--- config.mk ---
export PLATFORM = sky130hd
export DESIGN_NAME = drum_xfer_ctrl
export DESIGN_NICKNAME = d
export VERILOG_FILES = /design/src/rtl/drum_pkg.sv /design/src/rtl/drum_rotor.sv /design/src/rtl/drum_word_mover.sv /design/src/rtl/drum_xfer_ctrl.sv
export SDC_FILE = /design/constraint.sdc
export NUM_CORES = 1
export LEC_CHECK = 0
export BUFFER_PORTS_ARGS = -buffer_cell sky130_fd_sc_hd__buf_2
export CAP_MARGIN = 20
export CORE_ASPECT_RATIO = 1.2
export CORE_MARGIN = 4
export CORE_UTILIZATION = 30
export DETAILED_ROUTE_END_ITERATION = 8
export PLACE_DENSITY = 0.48
export SLEW_MARGIN = 20
export SYNTH_ARGS = -nofsm -noshare
export SYNTH_HDL_FRONTEND = slang
export SYNTH_SLANG_ARGS = --single-unit
--- constraint.sdc ---
create_clock -name clk -period 4.5 [get_ports clk]
set_input_delay 0.45 -clock clk [delete_from_list [all_inputs] [get_ports clk]]
set_output_delay 0.45 -clock clk [all_outputs]
set_load 0.01 [all_outputs]
--- src/rtl/drum_pkg.sv ---
package drum_pkg;
  typedef enum logic [1:0] {
    SEL_NONE   = 2'd0,
    SEL_RSETUP = 2'd1,
    SEL_WSETUP = 2'd2,
    SEL_START  = 2'd3
  } cmd_sel_e;

  typedef enum logic [1:0] {
    ST_IDLE,
    ST_ARMED,
    ST_MOVE
  } ctl_st_e;

  typedef enum logic [2:0] {
    MV_IDLE,
    MV_MFETCH,
    MV_DWRITE,
    MV_DADDR,
    MV_DFETCH,
    MV_MWRITE,
    MV_DONE
  } mover_step_e;
endpackage

--- src/rtl/drum_rotor.sv ---
module drum_rotor #(
  parameter int CYC_PER_WORD = 8,
  parameter int TA_W         = 12
) (
  input  logic            clk,
  input  logic            rst,
  output logic            tick,
  output logic [TA_W-1:0] pos
);
  localparam int PH_W = (CYC_PER_WORD > 1) ? $clog2(CYC_PER_WORD) : 1;
  localparam logic [PH_W-1:0] PH_LAST = PH_W'(CYC_PER_WORD - 1);

  logic [PH_W-1:0] ph;

  always_ff @(posedge clk) begin
    if (rst) begin
      ph   <= '0;
      pos  <= '0;
      tick <= 1'b0;
    end else begin
      tick <= 1'b0;
      if (ph == PH_LAST) begin
        ph   <= '0;
        pos  <= pos + 1'b1;
        tick <= 1'b1;
      end else begin
        ph <= ph + 1'b1;
      end
    end
  end

  // position holds or steps by one
  p_pos_step_r1: assert property (@(posedge clk) disable iff (rst)
    (pos == $past(pos)) || (pos == $past(pos) + 1'b1));
endmodule

--- src/rtl/drum_word_mover.sv ---
module drum_word_mover
  import drum_pkg::*;
#(
  parameter int WORD_W = 18,
  parameter int DA_W   = 17,
  parameter int MEM_AW = 16
) (
  input  logic              clk,
  input  logic              rst,
  input  logic              go,
  input  logic              wr_en,
  input  logic              rd_en,
  input  logic [DA_W-1:0]   wr_addr,
  input  logic [DA_W-1:0]   rd_addr,
  input  logic [MEM_AW-1:0] mem_ptr,
  output logic              done,
  output logic [DA_W-1:0]   drum_addr,
  output logic              drum_we,
  output logic [WORD_W-1:0] drum_wdata,
  input  logic [WORD_W-1:0] drum_rdata,
  output logic [MEM_AW-1:0] mem_addr,
  output logic              mem_we,
  output logic [WORD_W-1:0] mem_wdata,
  input  logic [WORD_W-1:0] mem_rdata
);
  mover_step_e step;

  assign done = (step == MV_DONE);

  always_ff @(posedge clk) begin
    if (rst) begin
      step       <= MV_IDLE;
      drum_addr  <= '0;
      drum_we    <= 1'b0;
      drum_wdata <= '0;
      mem_addr   <= '0;
      mem_we     <= 1'b0;
      mem_wdata  <= '0;
    end else begin
      drum_we <= 1'b0;
      mem_we  <= 1'b0;
      if (go) begin
        mem_addr <= mem_ptr;
        step     <= MV_MFETCH;
      end else begin
        unique case (step)
          MV_MFETCH: step <= MV_DWRITE;
          MV_DWRITE: begin
            drum_we    <= wr_en;
            drum_addr  <= wr_addr;
            drum_wdata <= mem_rdata;
            step       <= MV_DADDR;
          end
          MV_DADDR: begin
            drum_addr <= rd_addr;
            step      <= MV_DFETCH;
          end
          MV_DFETCH: step <= MV_MWRITE;
          MV_MWRITE: begin
            mem_we    <= rd_en;
            mem_wdata <= drum_rdata;
            step      <= MV_DONE;
          end
          MV_DONE: step <= MV_IDLE;
          default: step <= MV_IDLE;
        endcase
      end
    end
  end

  // each RAM write is gated by its direction enable
  p_drum_we_gate_r6: assert property (@(posedge clk) disable iff (rst)
    drum_we |-> wr_en);
  p_mem_we_gate_r6: assert property (@(posedge clk) disable iff (rst)
    mem_we |-> rd_en);
endmodule

--- src/rtl/drum_xfer_ctrl.sv ---
module drum_xfer_ctrl
  import drum_pkg::*;
#(
  parameter int WORD_W       = 18,
  parameter int TA_W         = 12,
  parameter int MEM_AW       = 16,
  parameter int CYC_PER_WORD = 8
) (
  input  logic                  clk,
  input  logic                  rst,
  input  logic                  cmd_valid,
  input  logic [1:0]            cmd_sel,
  input  logic                  cmd_alt,
  input  logic [WORD_W-1:0]     cmd_data,
  output logic                  rsp_valid,
  output logic [WORD_W-1:0]     rsp_data,
  output logic                  busy,
  output logic                  irq,
  output logic [TA_W-1:0]       rot_pos,
  input  logic                  store_ready,
  output logic [WORD_W-2:0]     drum_addr,
  output logic                  drum_we,
  output logic [WORD_W-1:0]     drum_wdata,
  input  logic [WORD_W-1:0]     drum_rdata,
  output logic [MEM_AW-1:0]     mem_addr,
  output logic                  mem_we,
  output logic [WORD_W-1:0]     mem_wdata,
  input  logic [WORD_W-1:0]     mem_rdata
);
  localparam int EN_POS = WORD_W - 1;
  localparam int FLD_W  = WORD_W - 1 - TA_W;
  localparam int DA_W   = FLD_W + TA_W;
  localparam int CNT_W  = TA_W + 1;
  localparam logic [CNT_W-1:0] FULL_TRACK = CNT_W'(1 << TA_W);

  logic             tick;
  logic             rd_en, wr_en, brk, err;
  logic [FLD_W-1:0] rd_fld, wr_fld;
  logic [TA_W-1:0]  ta, wc;
  logic [MEM_AW-1:0] ma;
  logic [CNT_W-1:0] cnt;
  ctl_st_e          st;
  logic             word_done, ctl_cmd, hit, go;

  drum_rotor #(.CYC_PER_WORD(CYC_PER_WORD), .TA_W(TA_W)) u_rotor (
    .clk(clk), .rst(rst), .tick(tick), .pos(rot_pos)
  );

  assign ctl_cmd = cmd_valid && (cmd_sel == SEL_RSETUP || cmd_sel == SEL_START);
  assign hit     = (st == ST_ARMED) && tick && (rot_pos == ta) && !ctl_cmd;
  assign go      = hit && store_ready && !brk;

  drum_word_mover #(.WORD_W(WORD_W), .DA_W(DA_W), .MEM_AW(MEM_AW)) u_mover (
    .clk(clk), .rst(rst), .go(go), .wr_en(wr_en), .rd_en(rd_en),
    .wr_addr({wr_fld, ta}), .rd_addr({rd_fld, ta}), .mem_ptr(ma),
    .done(word_done),
    .drum_addr(drum_addr), .drum_we(drum_we), .drum_wdata(drum_wdata),
    .drum_rdata(drum_rdata),
    .mem_addr(mem_addr), .mem_we(mem_we), .mem_wdata(mem_wdata),
    .mem_rdata(mem_rdata)
  );

  always_ff @(posedge clk) begin
    if (rst) begin
      st <= ST_IDLE; busy <= 1'b0; irq <= 1'b0; err <= 1'b0; brk <= 1'b0;
      rd_en <= 1'b0; wr_en <= 1'b0; rd_fld <= '0; wr_fld <= '0;
      ta <= '0; wc <= '0; ma <= '0; cnt <= '0;
      rsp_valid <= 1'b0; rsp_data <= '0;
    end else begin
      irq       <= 1'b0;
      rsp_valid <= 1'b0;
      if (cmd_valid && cmd_sel == SEL_WSETUP) begin
        if (cmd_alt) begin
          rsp_valid <= 1'b1;
          rsp_data  <= {err, {FLD_W{1'b0}}, rot_pos};
        end else begin
          wr_en  <= cmd_data[EN_POS];
          wr_fld <= cmd_data[EN_POS-1:TA_W];
          wc     <= cmd_data[TA_W-1:0];
        end
      end
      if (ctl_cmd) begin
        if (cmd_sel == SEL_RSETUP) begin
          err    <= 1'b0;
          busy   <= 1'b0;
          rd_en  <= cmd_data[EN_POS];
          rd_fld <= cmd_data[EN_POS-1:TA_W];
          ta     <= cmd_data[TA_W-1:0];
          brk    <= cmd_alt;
          st     <= cmd_alt ? ST_ARMED : ST_IDLE;
        end else begin
          ma   <= cmd_data[MEM_AW-1:0];
          cnt  <= (wc == '0) ? FULL_TRACK : CNT_W'(wc);
          busy <= 1'b1;
          st   <= ST_ARMED;
        end
      end else begin
        unique case (st)
          ST_ARMED: if (hit) begin
            if (!store_ready) begin
              err <= 1'b1; busy <= 1'b0; irq <= brk; st <= ST_IDLE;
            end else if (brk) begin
              irq <= 1'b1; busy <= 1'b0; st <= ST_IDLE;
            end else begin
              st <= ST_MOVE;
            end
          end
          ST_MOVE: if (word_done) begin
            ta  <= ta + 1'b1;
            ma  <= {ma[MEM_AW-1:TA_W], ma[TA_W-1:0] + 1'b1};
            cnt <= cnt - 1'b1;
            if (cnt == CNT_W'(1)) begin
              busy <= 1'b0; st <= ST_IDLE;
            end else begin
              st <= ST_ARMED;
            end
          end
          default: ;
        endcase
      end
    end
  end

  // interrupts come only from a break wait, which never writes RAM
  p_irq_break_r10: assert property (@(posedge clk) disable iff (rst)
    irq |-> brk);
  p_break_quiet_r10: assert property (@(posedge clk) disable iff (rst)
    (brk && st != ST_MOVE) |-> (!drum_we && !mem_we));
  // a busy transfer always has words left
  p_cnt_live_r8: assert property (@(posedge clk) disable iff (rst)
    busy |-> (cnt != '0));
  // track address steps by one and the bank bits hold after each word
  p_ta_step_r7: assert property (@(posedge clk) disable iff (rst)
    (word_done && !cmd_valid) |=> (ta == $past(ta) + 1'b1));
  p_bank_fixed_r7: assert property (@(posedge clk) disable iff (rst)
    (word_done && !cmd_valid) |=> (ma[MEM_AW-1:TA_W] == $past(ma[MEM_AW-1:TA_W])));
  // the error flag rises only as busy drops
  p_err_idle_r11: assert property (@(posedge clk) disable iff (rst)
    $rose(err) |-> !busy);
endmodule

After elaboration in Yosys (flattened, before gate mapping)
Index checks and enable logic that the tools add are counted.
W data, S select, Z words.
Word-level totals
  flip-flop bits (word level): 175
  bits of input ports: 61
  output and inout bits: 104
  logic and storage cells: 138
Operators by class
  $add $sub $neg: 5
  equality and inequality tests: 21
  muxes and demuxes: 42
  bitwise logic cells: 8
  reductions and logical operators: 35
Operators by type and width (count)
  $mux W12: 6
  $mux W13: 5
  $add A12 B1 Y12 const B: 3
  $pmux W17 S2: 1
  $mux W16: 2
  $mux W1: 20
  $pmux W3 S5: 1
  $reduce_and A2 Y1: 7
  $eq A13 B1 Y1 const B: 1
  $sub A13 B1 Y13 const B: 1
  $eq A12 B12 Y1: 1
  $eq A3 B3 Y1 const B: 4
  $logic_not A12 Y1: 1
  $mux W2: 5
  $reduce_bool A2 Y1: 5
  $reduce_and A3 Y1: 3
  $not A1 Y1: 8
  $logic_and A1 B1 Y1: 7
  $eq A2 B2 Y1 const B: 3
  $eq A3 B2 Y1 const B: 2
  $ne A3 B3 Y1 const B: 2
  $reduce_or A2 Y1: 3
  $reduce_or A3 Y1: 2
  $reduce_and A5 Y1: 1
  14 further kinds: 17

Depth between registers and ports, before layout
Gate-level depths: netlist of the first run.
  depth after elaboration: 9
  mapped depth: 10
  gate-level depth less buffers: 7

Cells and area by module
From an unflattened synthesis of the first run, not the netlist that was laid out.
Second synthesis, totals
  cell total of the unflattened synthesis: 961
  area, all modules: 7689.9 sq um
By module, submodules not included
  drum_xfer_ctrl: instances 1, cells an instance 555, area each 4142.7 sq um, seq. area each 1701.6 sq um
  drum_word_mover: instances 1, cells an instance 339, area each 2872.8 sq um, seq. area each 1481.4 sq um
  drum_rotor: instances 1, cells an instance 67, area each 674.4 sq um, seq. area each 320.3 sq um

Least setup slack after synthesis of the first run
Ideal clock, no wire load.
  path kind: input to register
  start point: input port cmd_sel[0]
  end point: register u_mover.mem_addr[15]
  setup time: 0.128 ns
  arrival: 1.922 ns
  required time: 4.372 ns
  path slack: 2.450 ns
  cell stages on the path: 10
  buffers on the path: 5
  cells stage by stage: buf_6 > and2_4 > buf_6 > nor4_2 > and4_4 > buf_6 > buf_6 > buf_12 > mux2i_1 > nor2_1
On the way
  cells in the longest elaborated chain, start to end: 7
  elaborated cells between the ends (all ways): 8
  classes of those cells: eq/ne (2); reduce/logical (6)
RTL lines
  start, declared: RTL line drum_xfer_ctrl.sv:12  | input logic [1:0] cmd_sel,
  $eq A2 B1 Y1 / $eq A2 B2 Y1 (equally long branches): RTL line drum_xfer_ctrl.sv:49  | assign ctl_cmd = cmd_valid && (cmd_sel == SEL_RSETUP || cmd_sel == SEL_START);
  $logic_or A1 B1 Y1 (*): RTL line drum_xfer_ctrl.sv:49
  $logic_and A1 B1 Y1 (*): RTL line drum_xfer_ctrl.sv:49
  $logic_not A1 Y1 (*): RTL line drum_xfer_ctrl.sv:50  | assign hit = (st == ST_ARMED) && tick && (rot_pos == ta) && !ctl_cmd;
  $logic_and A1 B1 Y1 (*): RTL line drum_xfer_ctrl.sv:50
  $logic_and A1 B1 Y1 (*) (2 in a row): RTL line drum_xfer_ctrl.sv:51  | assign go = hit && store_ready && !brk;
  end signal, assigned: RTL line drum_word_mover.sv:43  | mem_addr <= mem_ptr;
  end, declared: RTL line drum_word_mover.sv:21  | output logic [MEM_AW-1:0] mem_addr,
Every way passes the cells marked *; elsewhere a longest branch is shown, timed or not.
A chain may end at the register's enable or synchronous reset.

Final worst setup path of the first run
  start point: register u_rotor.pos[3]
  end point: register u_mover.mem_addr[3]
On the way
  cells in the longest elaborated chain, start to end: 5
RTL lines
  start, declared: RTL line drum_rotor.sv:8  | output logic [TA_W-1:0] pos
  start signal, assigned: RTL line drum_rotor.sv:24  | pos <= pos + 1'b1;
  $eq A12 B12 Y1: RTL line drum_xfer_ctrl.sv:50
  $logic_and A1 B1 Y1 (2 in a row): RTL line drum_xfer_ctrl.sv:50
  $logic_and A1 B1 Y1 (2 in a row): RTL line drum_xfer_ctrl.sv:51
No other way between the ends.

==> run summary, run 1 <==
Run status - complete, no violations
Post-synthesis adder-cell area fraction - 1.127%
First-pass GRT wire length - 37390 um
Commonest cells in the netlist - dfxtp_1 (175), nand2_1 (172), a21oi_1 (116)
R2r setup slk - 2.07 ns
Setup Viol. Count Final - 0
Hold Path Origin - drum_rdata[13]
HP Class - input port to flip-flop
CP Max Fanout - 23
GRT overflow - 0
Post-Synth Simple-Gate Area - 22.53%
Synth Register Bits - 175
# rows - 64
Worst Path Required - 4.79 ns
WS Path Type - flip-flop to flip-flop
Clock Tree Buf Depth - 2
CP arrival - 2.72 ns
Post-synthesis sequential area ratio - 45.10%
Cts bufs inserted - 17
Initial core utilization - 30.41%
Total Wirelength - 23490 um
Main combinational cell family by area after synthesis - simple AND/OR/NAND/NOR gates
Tot Pwr - 3325 uW
Synth unique cells - 63
GRT Util Overall - 16.21%
Layout cells sized above 1 - 20.62%
Top-level port count - 165
Routed via count - 7018
Top_reg_cell synth - dfxtp_1
Critical path endpoint category - flip-flop
Fillers - 2679
DRC - 0
Drt initial violations - 411
Syn Inst Count - 937
Largest net degree at the start of global routing - 136
Die H - 184.3 um
Syn Area/Cell - 8.291 sq um
Nets - 1127
Placed insts - 1370
Post-CTS Resized - 0
Core ar. - 0.02554 sq mm
# H-tree levels - 4
Hold Buf Count CTS - 0
Setup bufs post-CTS - 0
Count leader, synth - dfxtp_1
Slew @ Worst Pin - 0.8959 ns
Final non-filler cell total - 1402
Die width - 154.9 um
Clock latency on the worst-skew pair - 0.43 ns
Power Dens Cells - 355.8 mW/mm^2
Max_cap viols - 0
Max-slew violations - 0
Mux cell area share after synthesis - 5.299%
P_leak - 0.003757 uW
Synth area leader - dfxtp_1
Root Driver - clkbuf_16
PortBufs - 159
DP Area - 0.008745 sq mm
CTS sink count - 175
Compound-gate portion of the synthesized area - 18.81%
Routed len/inst - 16.75 um
Vias in the first global route - 6655
Number of flops mapped to enable cells by yosys - 0
Max VDD drop - 198.6 uV
Clock-pin slew on the worst setup and hold paths - 0.07 ns
Die area - 0.02855 sq mm
Reg2reg start - u_rotor.pos[3]$_SDFFE_PP0P_
GP Congestion - 0.7969
Unrepaired setup endpoints after global routing - false
TritonCTS clock tree - yes
Diodes inserted - 0
Via density - 5.006
WHS - 0.2630 ns
Slew HR - 40.27%
Asr flop ratio synth - 0%
Synth area leaders - dfxtp_1 (45%), nand2_1 (8.3%), a21oi_1 (7.5%)
Critical path startpoint category - flip-flop
1st-pass router iterations - 5
Fmax - 411.9 MHz
Post-Synth XOR/XNOR Area - 2.142%
Final instance area - 0.009345 sq mm
Yosys top cell area share - 45.10%
Setup TNS - 0 ns
Final Hold Fails - 0
Post-DRT Antenna Nets - 0
Setup Skew - 0.01241 ns
YS warnings - 0
Synth Cell Area - 0.007769 sq mm
Syn-to-layout area delta - 20.29%
Tmin final - 2.428 ns
Final period util - 53.95%
HPWL Detailed - 16330 um
Worst Setup SP - u_rotor.pos[3]$_SDFFE_PP0P_
Initial antenna violation count - 0
[routing by layer]
| layer | part of all wire, % | GRT usage, % | vias up |
|---|---|---|---|
| li1 | - | - | 3555 |
| met1 | 47 | 21.76 | 3299 |
| met2 | 48 | 26.79 | 149 |
| met3 | 4.3 | 3.405 | 15 |
| met4 | 0.82 | 3.816 | 0 |
| met5 | 0 | 0 | - |
[logic make-up (layout without fill, tap and decap cells)]
logic type	after synthesis	after routing
adders and majority gates	7	7
other	1	5
xor gates and xnor gates	19	19
and+or+nand+nor	367	367
muxes	41	41
buffers and inverters	79	210
DFF	175	175
AOI/OAI and AO/OA	248	248
[worst max-delay path, stage by stage (launching register included)]
cell     delay, ns
dfxtp_1       0.54
xor2_1        0.15
nor4_1        0.42
nand4_1       0.49
buf_4         0.42
mux2i_1       0.20
nor2_1        0.05
[layout by cell type (no fill, tap or decap), drive strengths merged, types with 4 or more instances in the layout]
| cell | Yosys | final |
|---|---|---|
| a31oi | 4 | 4 |
| a311oi | 7 | 7 |
| nor3 | 20 | 20 |
| nor2 | 62 | 62 |
| xor2 | 17 | 17 |
| clkbuf | 51 | 20 |
| nand4 | 9 | 9 |
| and4 | 6 | 6 |
| a21oi | 117 | 117 |
| a22oi | 4 | 4 |
| nand2 | 172 | 172 |
| and2 | 5 | 5 |
| nor3b | 5 | 5 |
| nor4 | 14 | 14 |
| nand2b | 12 | 12 |
| inv | 7 | 9 |
| o31ai | 7 | 7 |
| or3 | 6 | 6 |
| and3 | 6 | 6 |
| buf | 21 | 171 |
| o21ai | 71 | 71 |
| nor2b | 4 | 4 |
| nand3 | 23 | 23 |
| a32o | 6 | 6 |
| ha | 7 | 7 |
| or3b | 18 | 18 |
| clkinv | 0 | 7 |
| dfxtp | 175 | 175 |
| mux2i | 40 | 40 |
| a211oi | 6 | 6 |
| conb | 1 | 5 |
[sequential cells by signal, summed over array words and instances, names as in the netlist, 12 cells and up]
register / cells
cnt: 13
ma: 16
rsp_data: 13
ta: 12
u_mover.drum_addr: 17
u_mover.drum_wdata: 18
u_mover.mem_addr: 16
u_mover.mem_wdata: 18
u_rotor.pos: 12
wc: 12
[area by class of cell]
type / count / area [sq um] / share of cell area (%)
clock buffer: 20 / 466.7 / 4.994
inverter: 7 / 26.28 / 0.2812
multi-input combinational: 687 / 3904 / 41.77
clock inverter: 12 / 131.4 / 1.406
timing repair buffer: 171 / 900.9 / 9.640
tap: 330 / 412.9 / 4.418
sequential: 175 / 3503 / 37.49
[report_power, final]
| part | total (uW) | internal [uW] | switching, uW | leakage (uW) |
|---|---|---|---|---|
| registers | 1590 | 1570 | 22.8 | 0.00141 |
| logic | 224 | 80.3 | 143 | 0.00205 |
| clock network | 1510 | 865 | 643 | 0.000297 |
| total | 3320 | 2520 | 810 | 0.00376 |
[metrics by stage]
stage | util [%] | setup slack [ns]
after floorplan | - | 2.450
after global placement | 34.23 | 1.738
after detailed placement | 34.23 | 1.675
after CTS | 36.57 | 2.037
after global routing | 36.58 | 1.875
final | 36.58 | 2.072
[final timing paths]
path | cells after the start | endpoint
worst max-delay path | 6 | u_mover.mem_addr[3]$_SDFFE_PP0P_
worst min-delay path | 3 | u_mover.mem_wdata[13]$_SDFFE_PP0P_
worst max register to register | 6 | u_mover.mem_addr[3]$_SDFFE_PP0P_
worst min register to register | 1 | u_rotor.ph[0]$_SDFF_PP0_
(Power assumes the default switching activity.)
==> run 2: changes to the inputs <==
--- a/config.mk
+++ b/config.mk
@@ -11,7 +11,7 @@
 export CORE_MARGIN = 4
 export CORE_UTILIZATION = 30
 export DETAILED_ROUTE_END_ITERATION = 8
-export PLACE_DENSITY = 0.48
+export PLACE_DENSITY = 0.5
 export SLEW_MARGIN = 20
 export SYNTH_ARGS = -nofsm -noshare
 export SYNTH_HDL_FRONTEND = slang
==> constraint.sdc (replaced) <==
create_clock -name clk -period 2.2 [get_ports clk]
set_input_delay 0.22 -clock clk [delete_from_list [all_inputs] [get_ports clk]]
set_output_delay 0.22 -clock clk [all_outputs]
set_load 0.01 [all_outputs]
==> run 2 against run 1 <==
- sequential power grew 100%
- clock skew shrank 0.0035 ns
- utilization grew 1.6 points
- worst setup slack lost 2.0 ns
- first-iteration DRC count grew 3.6%
- non-clock buffer count grew 49
- global-route usage grew 0.51 points
- combinational power grew 130%
- clock power grew 100%
- maximum frequency grew 17%
- sequential share of layout area shrank 1.6 points
==> run summary, run 2 (synthesis results as in run 1) <==
Run status - complete, no violations
Final period util - 94.71% (+41 points)
Slew @ Worst Pin - 0.7539 ns (-0.1421 ns)
Max VDD drop - 393.1 uV (+98%)
Routed via count - 7298 (+4.0%)
CP Buf/Inv Count - 2 (+1)
Initial antenna violation count - 0 (unchanged)
Drt initial violations - 426 (+3.6%)
CP top delay family - simple AND/OR/NAND/NOR gates
HP Class - input port to flip-flop
Setup Skew - 0.008930 ns (-0.003480 ns)
Diodes inserted - 0 (unchanged)
Worst Path Required - 2.51 ns (-2.28 ns)
Slowest-stage cell, CP - nor3_1
Post-DRT Antenna Nets - 0 (unchanged)
Max-slew violations - 0 (unchanged)
Layout cells sized above 1 - 23.82% (+3.2 points)
Fmax - 479.9 MHz (+17%)
Initial core utilization - 30.41% (unchanged)
Total Wirelength - 24490 um (+4.3%)
Max incr delay on CP - 0.55 ns (about the same)
Seq pwr share - 47.6% (-0.3 points)
Fillers - 2685 (+0.22%)
Net Sw Frac - 24.27% (-0.080 points)
Die H - 184.3 um (unchanged)
Routed len/inst - 16.88 um (+0.74%)
CP cell instances - nand2b_1, buf_4, nor3_1, buf_4, a31o_2, a21oi_1, a211oi_1
CP Max Fanout - 6 (-74%)
First-pass GRT wire length - 38160 um (+2.1%)
WS Path Type - flip-flop to flip-flop
R2r setup slk - 0.12 ns (-1.96 ns)
CP arrival - 2.39 ns (-0.33 ns)
GRT Util Overall - 16.72% (+0.51 points)
Post-CTS Resized - 0 (unchanged)
GP Congestion - 0.8523 (+7.0%)
CTS sink count - 175 (unchanged)
Vias in the first global route - 6775 (+1.8%)
Clock Tree Buf Depth - 2 (unchanged)
P_leak - 0.004009 uW (+6.7%)
HPWL Detailed - 17960 um (+10%)
Syn-to-layout area delta - 25.56%
Final non-filler cell total - 1451 (+3.5%)
Final Hold Fails - 0 (unchanged)
Setup TNS - 0 ns (unchanged)
Placed insts - 1419 (+3.6%)
TritonCTS clock tree - yes
Clock latency on the worst-skew pair - 0.43 ns (about the same)
Clk pwr share - 44.7% (-0.7 points)
Unrepaired setup endpoints after global routing - false
Nets - 1176 (+4.3%)
Top Registers - u_mover.drum_wdata (18), u_mover.mem_wdata (18), u_mover.drum_addr (17)
Die area - 0.02855 sq mm (unchanged)
Commonest non-fill, non-tap cell in the layout - dfxtp_1
DRC - 0 (unchanged)
WHS - 0.03715 ns (-0.2258 ns)
Power Dens Cells - 698.5 mW/mm^2 (+96%)
Most frequent cells in the layout - dfxtp_1 (175), nand2_1 (172), buf_2 (158)
PortBufs - 159 (unchanged)
Critical path startpoint category - flip-flop
Core ar. - 0.02554 sq mm (unchanged)
GRT overflow - 0 (unchanged)
Critical path endpoint category - flip-flop
Tmin final - 2.084 ns (-0.3441 ns)
Clock-pin slew on the worst setup and hold paths - 0.07 ns (about the same)
Largest net degree at the start of global routing - 62 (-54%)
Max_cap viols - 0 (unchanged)
Setup bufs post-CTS - 0 (unchanged)
# rows - 64 (unchanged)
Setup Viol. Count Final - 0 (unchanged)
Cts bufs inserted - 17 (unchanged)
Slew HR - 49.74% (+9.5 points)
Most used cell, CP - buf_4
Power Internal - 5160 uW (+110%)
Root Driver - clkbuf_16
Comb pwr share - 7.6% (+0.9 points)
Die width - 154.9 um (unchanged)
Via density - 5.030 (+0.48%)
1st-pass router iterations - 7 (+2)
# H-tree levels - 4 (unchanged)
Top-level port count - 165 (unchanged)
Hold Buf Count CTS - 0 (unchanged)
Switching power - 1654 uW (+100%)
==> run 2: cell count changes in the layout (fill, tap and decap cells not counted) <==
| cell | before | now |
|---|---|---|
| inv_6 | 2 | 1 |
| clkinvlp_4 | 1 | 2 |
| clkbuf_8 | 3 | 2 |
| clkinv_2 | 4 | 2 |
| nand2b_2 | 1 | 0 |
| nand2b_1 | 11 | 12 |
| clkbuf_1 | 0 | 2 |
| buf_4 | 12 | 57 |
| buf_12 | 1 | 5 |
| inv_8 | 0 | 1 |
==> run 2: final timing paths <==
kind,startpoint,end,cells past startpoint
worst max register to register,st[0]$_SDFFE_PP0P_,ta[8]$_SDFFE_PP0P_,7
worst max-delay path,st[0]$_SDFFE_PP0P_,ta[8]$_SDFFE_PP0P_,7
worst min register to register,u_rotor.ph[0]$_SDFF_PP0_,u_rotor.ph[0]$_SDFF_PP0_,1
worst min-delay path,drum_rdata[11],u_mover.mem_wdata[11]$_SDFFE_PP0P_,3
==> run 2: worst reg2reg max path, cell delays in order (launching register included) <==
cell,delay (ns)
dfxtp_1,0.34
nand2b_1,0.17
buf_4,0.17
nor3_1,0.56
buf_4,0.23
a31o_2,0.14
a21oi_1,0.05
a211oi_1,0.32
==> run 2: layer usage <==
layer	up-vias	track usage, %	routed length, um
met5	-	0	0
met4	0	4.806	462
met3	27	3.452	1297
met2	205	27.95	11760
met1	3423	21.88	10970
li1	3643	-	-
==> run 2: power groups by stage <==
stage                     logic, uW  clock network (uW)  registers [uW]
after detailed placement        517                   0            3320
after CTS                       520                3150            3250
after floorplan                 297                   0            3310
after global placement          518                   0            3320
final                           519                3050            3250
after global routing            574                3280            3250
==> run 2: stage by stage <==
step / area (sq um) / util, % / total power (uW) / setup WS [ns]
after floorplan: 7784 / - / 3608 / 0.2659
after global placement: 9163 / 35.87 / 3836 / 0.1200
after detailed placement: 9163 / 35.87 / 3835 / 0.1656
after CTS: 9754 / 38.19 / 6919 / 0.1420
after global routing: 9754 / 38.19 / 7104 / 0.002925
final: 9754 / 38.19 / 6813 / 0.1163
==> run 2: area by class of cell <==
type | instances | area (sq um) | area share [%]
clock inverters | 11 | 131.4 | 1.347
well taps | 330 | 412.9 | 4.233
inverters | 7 | 26.28 | 0.2694
multi-input cells | 687 | 3901 | 39.99
repair buffers | 220 | 1319 | 13.52
clock buffers | 21 | 460.4 | 4.720
flip-flops and latches | 175 | 3503 | 35.92
==> run 3: changes to the inputs <==
--- a/config.mk
+++ b/config.mk
@@ -5,13 +5,12 @@
 export SDC_FILE = /design/constraint.sdc
 export NUM_CORES = 1
 export LEC_CHECK = 0
-export BUFFER_PORTS_ARGS = -buffer_cell sky130_fd_sc_hd__buf_2
 export CAP_MARGIN = 20
-export CORE_ASPECT_RATIO = 1.2
 export CORE_MARGIN = 4
 export CORE_UTILIZATION = 30
 export DETAILED_ROUTE_END_ITERATION = 8
-export PLACE_DENSITY = 0.5
+export DONT_BUFFER_PORTS = 1
+export PLACE_DENSITY = 0.44
 export SLEW_MARGIN = 20
 export SYNTH_ARGS = -nofsm -noshare
 export SYNTH_HDL_FRONTEND = slang
==> run 3 against run 2 <==
- global-route usage is 1.3 points higher
- critical path type unchanged
- wire length increased by 5.6%
- utilization hardly changed
- worst hold slack worse by 0.013 ns
- sequential share of layout area grew 0.34 points
- via count fell by 4.6%
- combinational power decreased by 4.4%
- clock skew rose by 0.0030 ns
- first-iteration DRC count up 44%
- register-to-register slack is essentially flat
==> run summary, run 3 (synthesis results as in run 1) <==
Run status - complete, no violations
Final period util - 94.06% (-0.65 points)
Largest net degree at the start of global routing - 106 (+71%)
Core ar. - 0.02533 sq mm (-0.85%)
Drt initial violations - 614 (+44%)
Routed via count - 6960 (-4.6%)
Die H - 168.9 um (-8.3%)
HP Class - input port to flip-flop
Met3 Usage GRT - 4.087% (+0.63 points)
Max incr delay on CP - 0.56 ns (about the same)
TritonCTS clock tree - yes
Clock-pin slew on the worst setup and hold paths - 0.07 ns (about the same)
Top-level port count - 165 (unchanged)
CP Max Fanout - 21 (+15)
Clock Tree Buf Depth - 2 (unchanged)
Clock latency on the worst-skew pair - 0.44 ns (about the same)
Diodes inserted - 0 (unchanged)
Tmin final - 2.069 ns (-0.01427 ns)
Via density - 5.156 (+2.5%)
Most frequent cells in the layout - dfxtp_1 (173), nand2_1 (172), a21oi_1 (116)
Max VDD drop - 496.3 uV (+26%)
Net Sw Frac - 23.53% (-0.75 points)
# H-tree levels - 4 (unchanged)
Cts bufs inserted - 17 (unchanged)
Power Internal - 5531 uW (+7.2%)
Final non-filler cell total - 1350 (-7.0%)
Initial antenna violation count - 0 (unchanged)
Comb pwr share - 6.9% (-0.7 points)
CP cell instances - xor2_1, nor4_2, nand4_1, buf_4, a21oi_1, dlygate4sd3_1
P_leak - 0.003592 uW (-10%)
Clk pwr share - 48.2% (+3.5 points)
HPWL Detailed - 17520 um (-2.4%)
Initial core utilization - 30.67% (+0.26 points)
GRT met1 Usage - 24.93% (+3.0 points)
Total Wirelength - 25850 um (+5.6%)
Fmax - 483.2 MHz (+0.69%)
GRT overflow - 0 (unchanged)
CTS sink count - 175 (unchanged)
Max_cap viols - 0 (unchanged)
Final Hold Fails - 0 (unchanged)
Layout cells sized above 1 - 10.00% (-14 points)
Grt met2 use - 28.15% (+0.20 points)
Routed len/inst - 19.15 um (+13%)
PortBufs - 0 (-100%)
First-pass GRT wire length - 40500 um (+6.1%)
Power Dens Cells - 748.0 mW/mm^2 (+7.1%)
Post-DRT Antenna Nets - 0 (unchanged)
CP arrival - 2.44 ns (+0.05 ns)
Setup Skew - 0.01189 ns (+0.002956 ns)
Grt peak-use layer - met2
GP Congestion - 0.8243 (-3.3%)
Tot Pwr - 7233 uW (+6.2%)
Setup Viol. Count Final - 0 (unchanged)
Slew @ Worst Pin - 0.8008 ns (+0.04693 ns)
Commonest non-fill, non-tap cell in the layout - dfxtp_1
Worst Path Required - 2.57 ns (+0.06 ns)
Slowest-stage cell, CP - dlygate4sd3_1
Die area - 0.02853 sq mm (about the same)
Unrepaired setup endpoints after global routing - true
Fillers - 2617 (-2.5%)
DRC - 0 (unchanged)
GRT Util Overall - 18.03% (+1.3 points)
Vias in the first global route - 6744 (-0.46%)
Switching power - 1702 uW (+2.9%)
Top Registers - u_mover.drum_wdata (18), u_mover.mem_wdata (18), u_mover.drum_addr (17)
Critical path startpoint category - flip-flop
WS Path Type - flip-flop to flip-flop
Fin util - 38.18% (about the same)
Root Driver - clkbuf_16
# rows - 58 (-9.4%)
Critical path endpoint category - flip-flop
Slew HR - 46.61% (-3.1 points)
Max-slew violations - 0 (unchanged)
Syn-to-layout area delta - 24.46%
Die width - 168.9 um (+9.1%)
Nets - 1075 (-8.6%)
Seq pwr share - 44.9% (-2.7 points)
Placed insts - 1246 (-12%)
1st-pass router iterations - 5 (-2)
## run 3: cell count changes in the layout (fill, tap and decap cells not counted), moves of 3 or more
cell / change
buf_2: -158
buf_4: -13
bufinv_16: +3
dlygate4sd3_1: +70
inv_6: +4
## run 3: power by group through the flow
stage | clock network (uW) | registers [uW] | logic, uW
floorplan | 0 | 3310 | 297
global placement | 0 | 3320 | 380
detailed placement | 0 | 3320 | 379
CTS | 3570 | 3250 | 494
global route | 3700 | 3250 | 550
finish | 3490 | 3250 | 496
## run 3: layout make-up
type | instances | area, sq um | area share (%)
sequential | 175 | 3506 | 36.26
multi-input combinational | 687 | 3914 | 40.48
inverter | 7 | 26.28 | 0.2717
tap | 330 | 412.9 | 4.270
clock buffer | 19 | 452.9 | 4.684
timing repair buffer | 119 | 1139 | 11.78
clock inverter | 13 | 219.0 | 2.264
## run 3: metal layers
layer,up-vias,wire [um]
met2,186,11770
li1,3462,-
met4,0,391
met5,-,0
met3,23,1578
met1,3289,12120
## run 3: worst paths after layout
| check | startpoint | endpoint | slack, ns | cells after the start |
|---|---|---|---|---|
| worst min register to register | ma[15]$_SDFFE_PP0P_ | ma[15]$_SDFFE_PP0P_ | 0.46 | 2 |
| worst max register to register | ta[0]$_SDFFE_PP0P_ | u_mover.step[0]$_SDFF_PP0_ | 0.13 | 6 |
| worst min-delay path | mem_rdata[7] | u_mover.drum_wdata[7]$_SDFFE_PP0P_ | 0.02 | 2 |
| worst max-delay path | ta[0]$_SDFFE_PP0P_ | u_mover.step[0]$_SDFF_PP0_ | 0.13 | 6 |
## run 3: critical path: cells and delay by family (launching register included)
family	cells	cell delay [ns]
buffers and inverters	2	0.81
DFF	1	0.35
AOI/OAI and AO/OA	1	0.16
and+or+nand+nor	2	0.50
xor gates and xnor gates	1	0.19
## run 3: repair_timing
action / 4_1_cts / 5_1_grt
hold buffers: 71 / 0
resized for setup: 0 / 4
endpoints found under the setup margin: 0 / 2
buffers inserted: 0 / 1
hold endpoints to repair: 160 / 0
## run 3: per-stage QoR
step / instance area (sq um) / hold WS, ns / TNS (ns) / setup slack [ns]
3_3_place_gp: 8247 / 0.3148 / 0 / 0.2991
2_1_floorplan: 7784 / 0.3560 / 0 / 0.2659
5_1_grt: 9669 / 0.01310 / -0.03313 / -0.03313
6_report: 9669 / 0.02404 / 0 / 0.1306
4_1_cts: 9647 / 0.001043 / 0 / 0.1029
3_5_place_dp: 8247 / 0.3196 / 0 / 0.2829
